==> config.mk <==
export PLATFORM = sky130hd
export DESIGN_NAME = sram_ctrl
export DESIGN_NICKNAME = d
export VERILOG_FILES = /design/src/rtl/sram_ctrl_pkg.sv /design/src/rtl/sram_ctrl_fsm.sv /design/src/rtl/sram_ctrl_dp.sv /design/src/rtl/sram_ctrl.sv
export SDC_FILE = /design/constraint.sdc
export NUM_CORES = 1
export LEC_CHECK = 0
export BUFFER_PORTS_ARGS = -buffer_cell sky130_fd_sc_hd__clkbuf_2
export CAP_MARGIN = 20
export CORE_MARGIN = 3
export CORE_UTILIZATION = 51
export DETAILED_ROUTE_END_ITERATION = 10
export HOLD_SLACK_MARGIN = 0.15
export MAX_ROUTING_LAYER = met4
export PLACE_DENSITY = 0.92
export SYNTH_ARGS = -nofsm -noshare
export SYNTH_HDL_FRONTEND = slang
export SYNTH_SLANG_ARGS = --single-unit
==> constraint.sdc <==
create_clock -name clk -period 3.1 [get_ports clk]
set_clock_uncertainty 0.2 [all_clocks]
set_input_delay 0.62 -clock clk [delete_from_list [all_inputs] [get_ports clk]]
set_output_delay 0.62 -clock clk [all_outputs]
set_load 0.1 [all_outputs]
==> src/rtl/sram_ctrl_pkg.sv <==
package sram_ctrl_pkg;

  typedef struct packed {
    logic chipEn;
    logic wrEn;
    logic rdEn;
    logic drive;
    logic load;
    logic capture;
  } ctlStrobe_t;

  // Clocks covering an interval; any nonzero interval takes at least one.
  function automatic int cyclesFor(input int ns, input int clkNs);
    if (ns <= 0) return 0;
    return (ns + clkNs - 1) / clkNs;
  endfunction

  function automatic int maxOf(input int a, input int b);
    return (a > b) ? a : b;
  endfunction

endpackage

==> src/rtl/sram_ctrl_fsm.sv <==
module sram_ctrl_fsm
  import sram_ctrl_pkg::*;
#(
  parameter int CLK_NS   = 10,
  parameter int T_RC_NS  = 55,
  parameter int T_WP_NS  = 45,
  parameter int T_AW_NS  = 50,
  parameter int T_DW_NS  = 25,
  parameter int T_AA_NS  = 55,
  parameter int T_OE_NS  = 30,
  parameter int T_OHZ_NS = 20
) (
  input  logic       clk,
  input  logic       rstN,
  input  logic       reqValid,
  input  logic       reqWrite,
  output logic       busy,
  output logic       done,
  output ctlStrobe_t strobe
);

  localparam int C_RC  = cyclesFor(T_RC_NS, CLK_NS);
  localparam int C_WP  = cyclesFor(T_WP_NS, CLK_NS);
  localparam int C_AW  = cyclesFor(T_AW_NS, CLK_NS);
  localparam int C_DW  = cyclesFor(T_DW_NS, CLK_NS);
  localparam int C_AA  = cyclesFor(T_AA_NS, CLK_NS);
  localparam int C_OE  = cyclesFor(T_OE_NS, CLK_NS);
  localparam int C_OHZ = cyclesFor(T_OHZ_NS, CLK_NS);
  // Write: one setup clock, NWP pulse clocks, one recovery clock.
  localparam int NWP = maxOf(maxOf(maxOf(C_WP, C_DW), maxOf(C_AW - 1, C_RC - 2)), 1);
  localparam int NRD = maxOf(maxOf(maxOf(C_AA, C_OE), C_RC), 1);
  localparam int NTA = maxOf(C_OHZ, 1);
  localparam int CNT_MAX = maxOf(maxOf(NWP, NRD), NTA);
  localparam int CNT_W = $clog2(CNT_MAX + 1);

  typedef enum logic [2:0] {
    S_IDLE, S_SETUP, S_WPULSE, S_WREC, S_RDACT, S_TURN
  } state_t;

  state_t           state;
  logic [CNT_W-1:0] cnt;

  always_ff @(posedge clk or negedge rstN) begin
    if (!rstN) begin
      state <= S_IDLE;
      cnt   <= '0;
      done  <= 1'b0;
    end else begin
      done <= 1'b0;
      unique case (state)
        S_IDLE: if (reqValid) begin
          state <= reqWrite ? S_SETUP : S_RDACT;
          cnt   <= reqWrite ? '0 : CNT_W'(NRD - 1);
        end
        S_SETUP: begin
          state <= S_WPULSE;
          cnt   <= CNT_W'(NWP - 1);
        end
        S_WPULSE: begin
          if (cnt == '0) state <= S_WREC;
          else cnt <= cnt - 1'b1;
        end
        S_WREC: begin
          state <= S_IDLE;
          done  <= 1'b1;
        end
        S_RDACT: begin
          if (cnt == '0) begin
            state <= S_TURN;
            cnt   <= CNT_W'(NTA - 1);
            done  <= 1'b1;
          end else cnt <= cnt - 1'b1;
        end
        S_TURN: begin
          if (cnt == '0) state <= S_IDLE;
          else cnt <= cnt - 1'b1;
        end
        default: state <= S_IDLE;
      endcase
    end
  end

  always_comb begin
    strobe.load    = (state == S_IDLE) && reqValid;
    strobe.chipEn  = (state == S_SETUP) || (state == S_WPULSE) ||
                     (state == S_WREC)  || (state == S_RDACT);
    strobe.wrEn    = (state == S_WPULSE);
    strobe.rdEn    = (state == S_RDACT);
    strobe.drive   = (state == S_WPULSE) || (state == S_WREC);
    strobe.capture = (state == S_RDACT) && (cnt == '0);
  end

  assign busy = (state != S_IDLE);

endmodule

==> src/rtl/sram_ctrl_dp.sv <==
module sram_ctrl_dp
  import sram_ctrl_pkg::*;
#(
  parameter int ADDR_W = 16,
  parameter int DATA_W = 16
) (
  input  logic                  clk,
  input  logic                  rstN,
  input  ctlStrobe_t            strobe,
  input  logic [ADDR_W-1:0]     reqAddr,
  input  logic [DATA_W-1:0]     reqWdata,
  input  logic [DATA_W/8-1:0]   reqBe,
  input  logic [DATA_W-1:0]     sramDin,
  output logic [DATA_W-1:0]     rdData,
  output logic [ADDR_W-1:0]     sramAddr,
  output logic [DATA_W/8-1:0]   sramByteN,
  output logic [DATA_W-1:0]     sramDout
);

  localparam int LANES = DATA_W / 8;

  logic [ADDR_W-1:0] addrQ;
  logic [DATA_W-1:0] wdataQ;
  logic [LANES-1:0]  beQ;

  always_ff @(posedge clk or negedge rstN) begin
    if (!rstN) begin
      addrQ  <= '0;
      wdataQ <= '0;
      beQ    <= '0;
    end else if (strobe.load) begin
      addrQ  <= reqAddr;
      wdataQ <= reqWdata;
      beQ    <= reqBe;
    end
  end

  for (genvar lane = 0; lane < LANES; lane++) begin : g_lane
    logic [7:0] laneQ;
    always_ff @(posedge clk or negedge rstN) begin
      if (!rstN) laneQ <= '0;
      else if (strobe.capture) laneQ <= beQ[lane] ? sramDin[lane*8 +: 8] : 8'h00;
    end
    assign rdData[lane*8 +: 8] = laneQ;
    assign sramByteN[lane]     = ~(strobe.chipEn & beQ[lane]);
  end

  assign sramAddr = addrQ;
  assign sramDout = wdataQ;

endmodule

==> src/rtl/sram_ctrl.sv <==
module sram_ctrl
  import sram_ctrl_pkg::*;
#(
  parameter int ADDR_W   = 16,
  parameter int DATA_W   = 16,
  parameter int CLK_NS   = 10,
  parameter int T_RC_NS  = 55,
  parameter int T_WP_NS  = 45,
  parameter int T_AW_NS  = 50,
  parameter int T_DW_NS  = 25,
  parameter int T_AA_NS  = 55,
  parameter int T_OE_NS  = 30,
  parameter int T_OHZ_NS = 20
) (
  input  logic                clk,
  input  logic                rstN,
  input  logic                reqValid,
  input  logic                reqWrite,
  input  logic [ADDR_W-1:0]   reqAddr,
  input  logic [DATA_W-1:0]   reqWdata,
  input  logic [DATA_W/8-1:0] reqBe,
  output logic                busy,
  output logic                done,
  output logic [DATA_W-1:0]   rdData,
  output logic [ADDR_W-1:0]   sramAddr,
  output logic                sramCeN,
  output logic                sramWeN,
  output logic                sramOeN,
  output logic [DATA_W/8-1:0] sramByteN,
  output logic [DATA_W-1:0]   sramDout,
  output logic                sramDoutEn,
  input  logic [DATA_W-1:0]   sramDin
);

  ctlStrobe_t strobe;

  sram_ctrl_fsm #(
    .CLK_NS(CLK_NS), .T_RC_NS(T_RC_NS), .T_WP_NS(T_WP_NS), .T_AW_NS(T_AW_NS),
    .T_DW_NS(T_DW_NS), .T_AA_NS(T_AA_NS), .T_OE_NS(T_OE_NS), .T_OHZ_NS(T_OHZ_NS)
  ) u_fsm (
    .clk(clk), .rstN(rstN), .reqValid(reqValid), .reqWrite(reqWrite),
    .busy(busy), .done(done), .strobe(strobe)
  );

  sram_ctrl_dp #(.ADDR_W(ADDR_W), .DATA_W(DATA_W)) u_dp (
    .clk(clk), .rstN(rstN), .strobe(strobe), .reqAddr(reqAddr),
    .reqWdata(reqWdata), .reqBe(reqBe), .sramDin(sramDin), .rdData(rdData),
    .sramAddr(sramAddr), .sramByteN(sramByteN), .sramDout(sramDout)
  );

  assign sramCeN    = ~strobe.chipEn;
  assign sramWeN    = ~strobe.wrEn;
  assign sramOeN    = ~strobe.rdEn;
  assign sramDoutEn = strobe.drive;

endmodule

==> impl_metrics.py <==
metrics = {
    "floorplan": {
        "die_area_um2": 5985,
        "rows": 25,
        "ioPinCount": 110,
        "die_w_um": 77.37,
        "fp.dieH_um": 77.37,
        "design.core.area_um2": 4817,
        "start_util_pct": 53.92,
    },
    "detailed_routing": {
        "drtIter0Drc": 60,
        "wl_met1_mm": 2.411,
        "dr_wl_met2_mm": 2.921,
        "detail-route-antenna-nets": 0,
        "post_drt_wl_per_cell_um": 14.60,
        "avgViaCountPerCell": 4.797,
        "remaining_drc_errors": 0,
        "wl_mm": 5.678,
        "drtPass1Iterations": 4,
        "num_vias": 1866,
        "wl_met3_um": 276,
        "top_layer": "met4",
    },
    "sta": {
        "rsz0062_at_grt": "no",
        "slew_headroom_pct": 55.74,
        "totalNegativeSetupSlack_ns": 0,
        "hold_viol": 0,
        "max_freq_ghz": 0.3742,
        "worstMarginPinSlew_ns": 0.6639,
        "setup_violations": 0,
        "finalCriticalPeriod_ns": 2.672,
        "final.period_utilization_pct": 86.20,
        "slew_violations": 0,
    },
    "cells_and_area": {
        "final_area_um2": 3351,
        "num_antenna_cells": 0,
        "layout-drive-gt1-share_pct": 51.86,
        "nets": 373,
        "layoutNonFillerInstCount": 389,
        "area_growth_pct": 29.00,
    },
    "placed_design": {
        "place.port_buffers": 109,
        "gp_congestion": 0.9139,
        "place_area_um2": 3131,
        "dp.cells": 372,
        "place_hpwl_mm": 4.109,
    },
    "job": {
        "cap_violations": 0,
    },
    "global_route": {
        "grt_pass1_wl_mm": 9.466,
        "grt_pass1_vias": 1944,
        "grt_max_degree": 35,
        "grt_overflow": 0,
        "grt_use_total_pct": 20.94,
        "antenna_found_initial": 0,
    },
    "synthesis": {
        "synth_top_area_share_pct": 54.91,
        "synth_common_cells": "dfrtp_1, nand2_1, mux2_4",
        "synth_ff_type": "dfrtp_1",
        "ys_types": 33,
        "seq_area_frac_synth_pct": 54.91,
        "postSynthCellCount": 206,
        "yosys.area.top_type": "dfrtp_1",
        "synth_seq_cells": 57,
        "synth-async-reset-ratio_pct": 100.0,
        "synth.area.top_cells": "dfrtp_1, mux2_4, nand2_1",
        "syn-cell-area_um2": 2597,
        "synth_warnings": 0,
        "yosysMostFrequentCell": "dfrtp_1",
        "syn_nets": 262,
        "synth_edf_count": 0,
        "avgSynthCellArea_um2": 12.61,
    },
    "min_path": {
        "hold_class": "register to register",
        "min_from": "u_dp.g_lane[1].laneQ[3]$_DFFE_PN0P_",
        "whs_path_depth": 2,
        "hold_end": "u_dp.g_lane[1].laneQ[3]$_DFFE_PN0P_",
    },
    "setup_path": {
        "worstPathRequired_ns": 2.28,
        "worstSetupPathType": "register to output pin",
        "worst_setup_path_end_kind": "output pin",
        "reg2regPathDepth": 3,
        "worstReg2RegStart": "u_fsm.state[0]$_DFFE_PN0P_",
        "rrSetupSlack_ns": 0.88,
        "cp.arrival_ns": 1.85,
        "cp-start-kind": "register",
        "worstPathMaxFanout": 15,
        "r2r-end": "u_dp.sramAddr[0]$_DFFE_PN0P_",
    },
    "clock_network": {
        "clock_sinks": 57,
        "cts_htree_levels": 3,
        "numCtsBuffers": 9,
        "cts_root_buf": "clkbuf_8",
        "cts_tree": "yes",
        "clockBufferDepth": 2,
        "clk_pin_slew_ns": 0.06,
        "clk-insertion-delay-late_ns": 0.33,
        "post-cts-setup-buffers": 0,
    },
    "status": {
        "status": "finished, final reports clean",
    },
}
==> repair_timing <==
item	CTS	global route
hold buffers	1	0
resized for setup	0	0
endpoints found under the hold margin	24	0
==> layout make-up <==
| cell class | instances | area [µm²] |
|---|---|---|
| Clock inverter | 6 | 82.58 |
| Multi-Input combinational cell | 131 | 1025 |
| Fill cell | 366 | 1466 |
| Timing Repair Buffer | 112 | 583.1 |
| Clock buffer | 10 | 127.6 |
| Sequential cell | 57 | 1426 |
| Tap cell | 67 | 83.83 |
| Inverter | 6 | 22.52 |
==> worst max path at each step <==
stage / from / endpoint / slack, ns / cells after the start
6_report: u_fsm.state[0]$_DFFE_PN0P_ / sramByteN[1] / 0.43 / 4
2_1_floorplan: u_fsm.state[1]$_DFFE_PN0P_ / sramDoutEn / 0.28 / 2
4_1_cts: u_fsm.state[0]$_DFFE_PN0P_ / sramByteN[1] / 0.42 / 4
3_5_place_dp: u_fsm.state[0]$_DFFE_PN0P_ / sramByteN[1] / 0.78 / 4
3_3_place_gp: u_fsm.state[0]$_DFFE_PN0P_ / sramByteN[1] / 0.86 / 4
5_1_grt: u_fsm.state[0]$_DFFE_PN0P_ / sramByteN[1] / 0.30 / 4
==> layout by cell type, fill, tap and decap left out <==
cell type,n
clkbuf_8,9
or3b_4,1
clkinv_2,3
nor2b_1,2
nor2_1,8
clkbuf_2,109
a211o_1,1
buf_12,1
buf_4,1
nand2_1,39
and2_4,1
o22ai_1,1
nor3_2,1
o221ai_1,1
ha_1,2
o221ai_2,1
mux2_2,6
bufinv_16,2
a311oi_1,1
nor2b_2,1
clkinvlp_4,1
a32oi_1,1
o21ai_0,8
mux2_4,30
mux2_1,1
dlygate4sd3_1,1
xnor2_1,3
o21ai_1,12
inv_1,6
nor4b_1,1
nand3_1,1
clkbuf_1,1
a22oi_1,1
nand2b_1,1
and2b_1,1
a21oi_1,5
dfrtp_1,57
==> through the flow <==
step / hold WS [ns] / setup slack, ns / util, %
after floorplan: 0.1244 / 0.2774 / -
after global placement: 0.2644 / 0.8551 / 64.99
after detailed placement: 0.2705 / 0.7837 / 64.99
after CTS: 0.2848 / 0.4220 / 69.56
after global routing: 0.2953 / 0.2998 / 69.56
final: 0.2790 / 0.4278 / 69.56
==> worst max-delay path: stages, from the launching register on <==
cell	delay, ns
dfrtp_1	0.54
nor3_2	0.34
nor2_1	0.12
nand2_1	0.08
clkbuf_2	0.45
==> sequential cells by signal, summed over array words and instances (netlist names) <==
name and cells:
u_dp.beQ 2, u_dp.g_lane.laneQ 16, u_dp.sramAddr 16, u_dp.sramDout 16, u_fsm.cnt 3, u_fsm.done 1
u_fsm.state 3
==> layer usage <==
metal  vias to the layer above  GRT usage, %
li1                        913             -
met1                       878         25.95
met2                        67         33.42
met3                         8         4.408
met4                         0         9.075
met5                         -             -
==> kinds of logic after synthesis <==
logic type,Yosys count,share of synthesized area [%]
buf+inv,18,5.636
flops,57,54.91
simple gates,57,9.827
mux,37,20.38
fa+ha+maj,2,0.9632
compound gates,32,7.274
xor+xnor,3,1.012
Power is not shown: default switching activity piles up to over one toggle a cycle in this logic, so the estimate is an artifact.
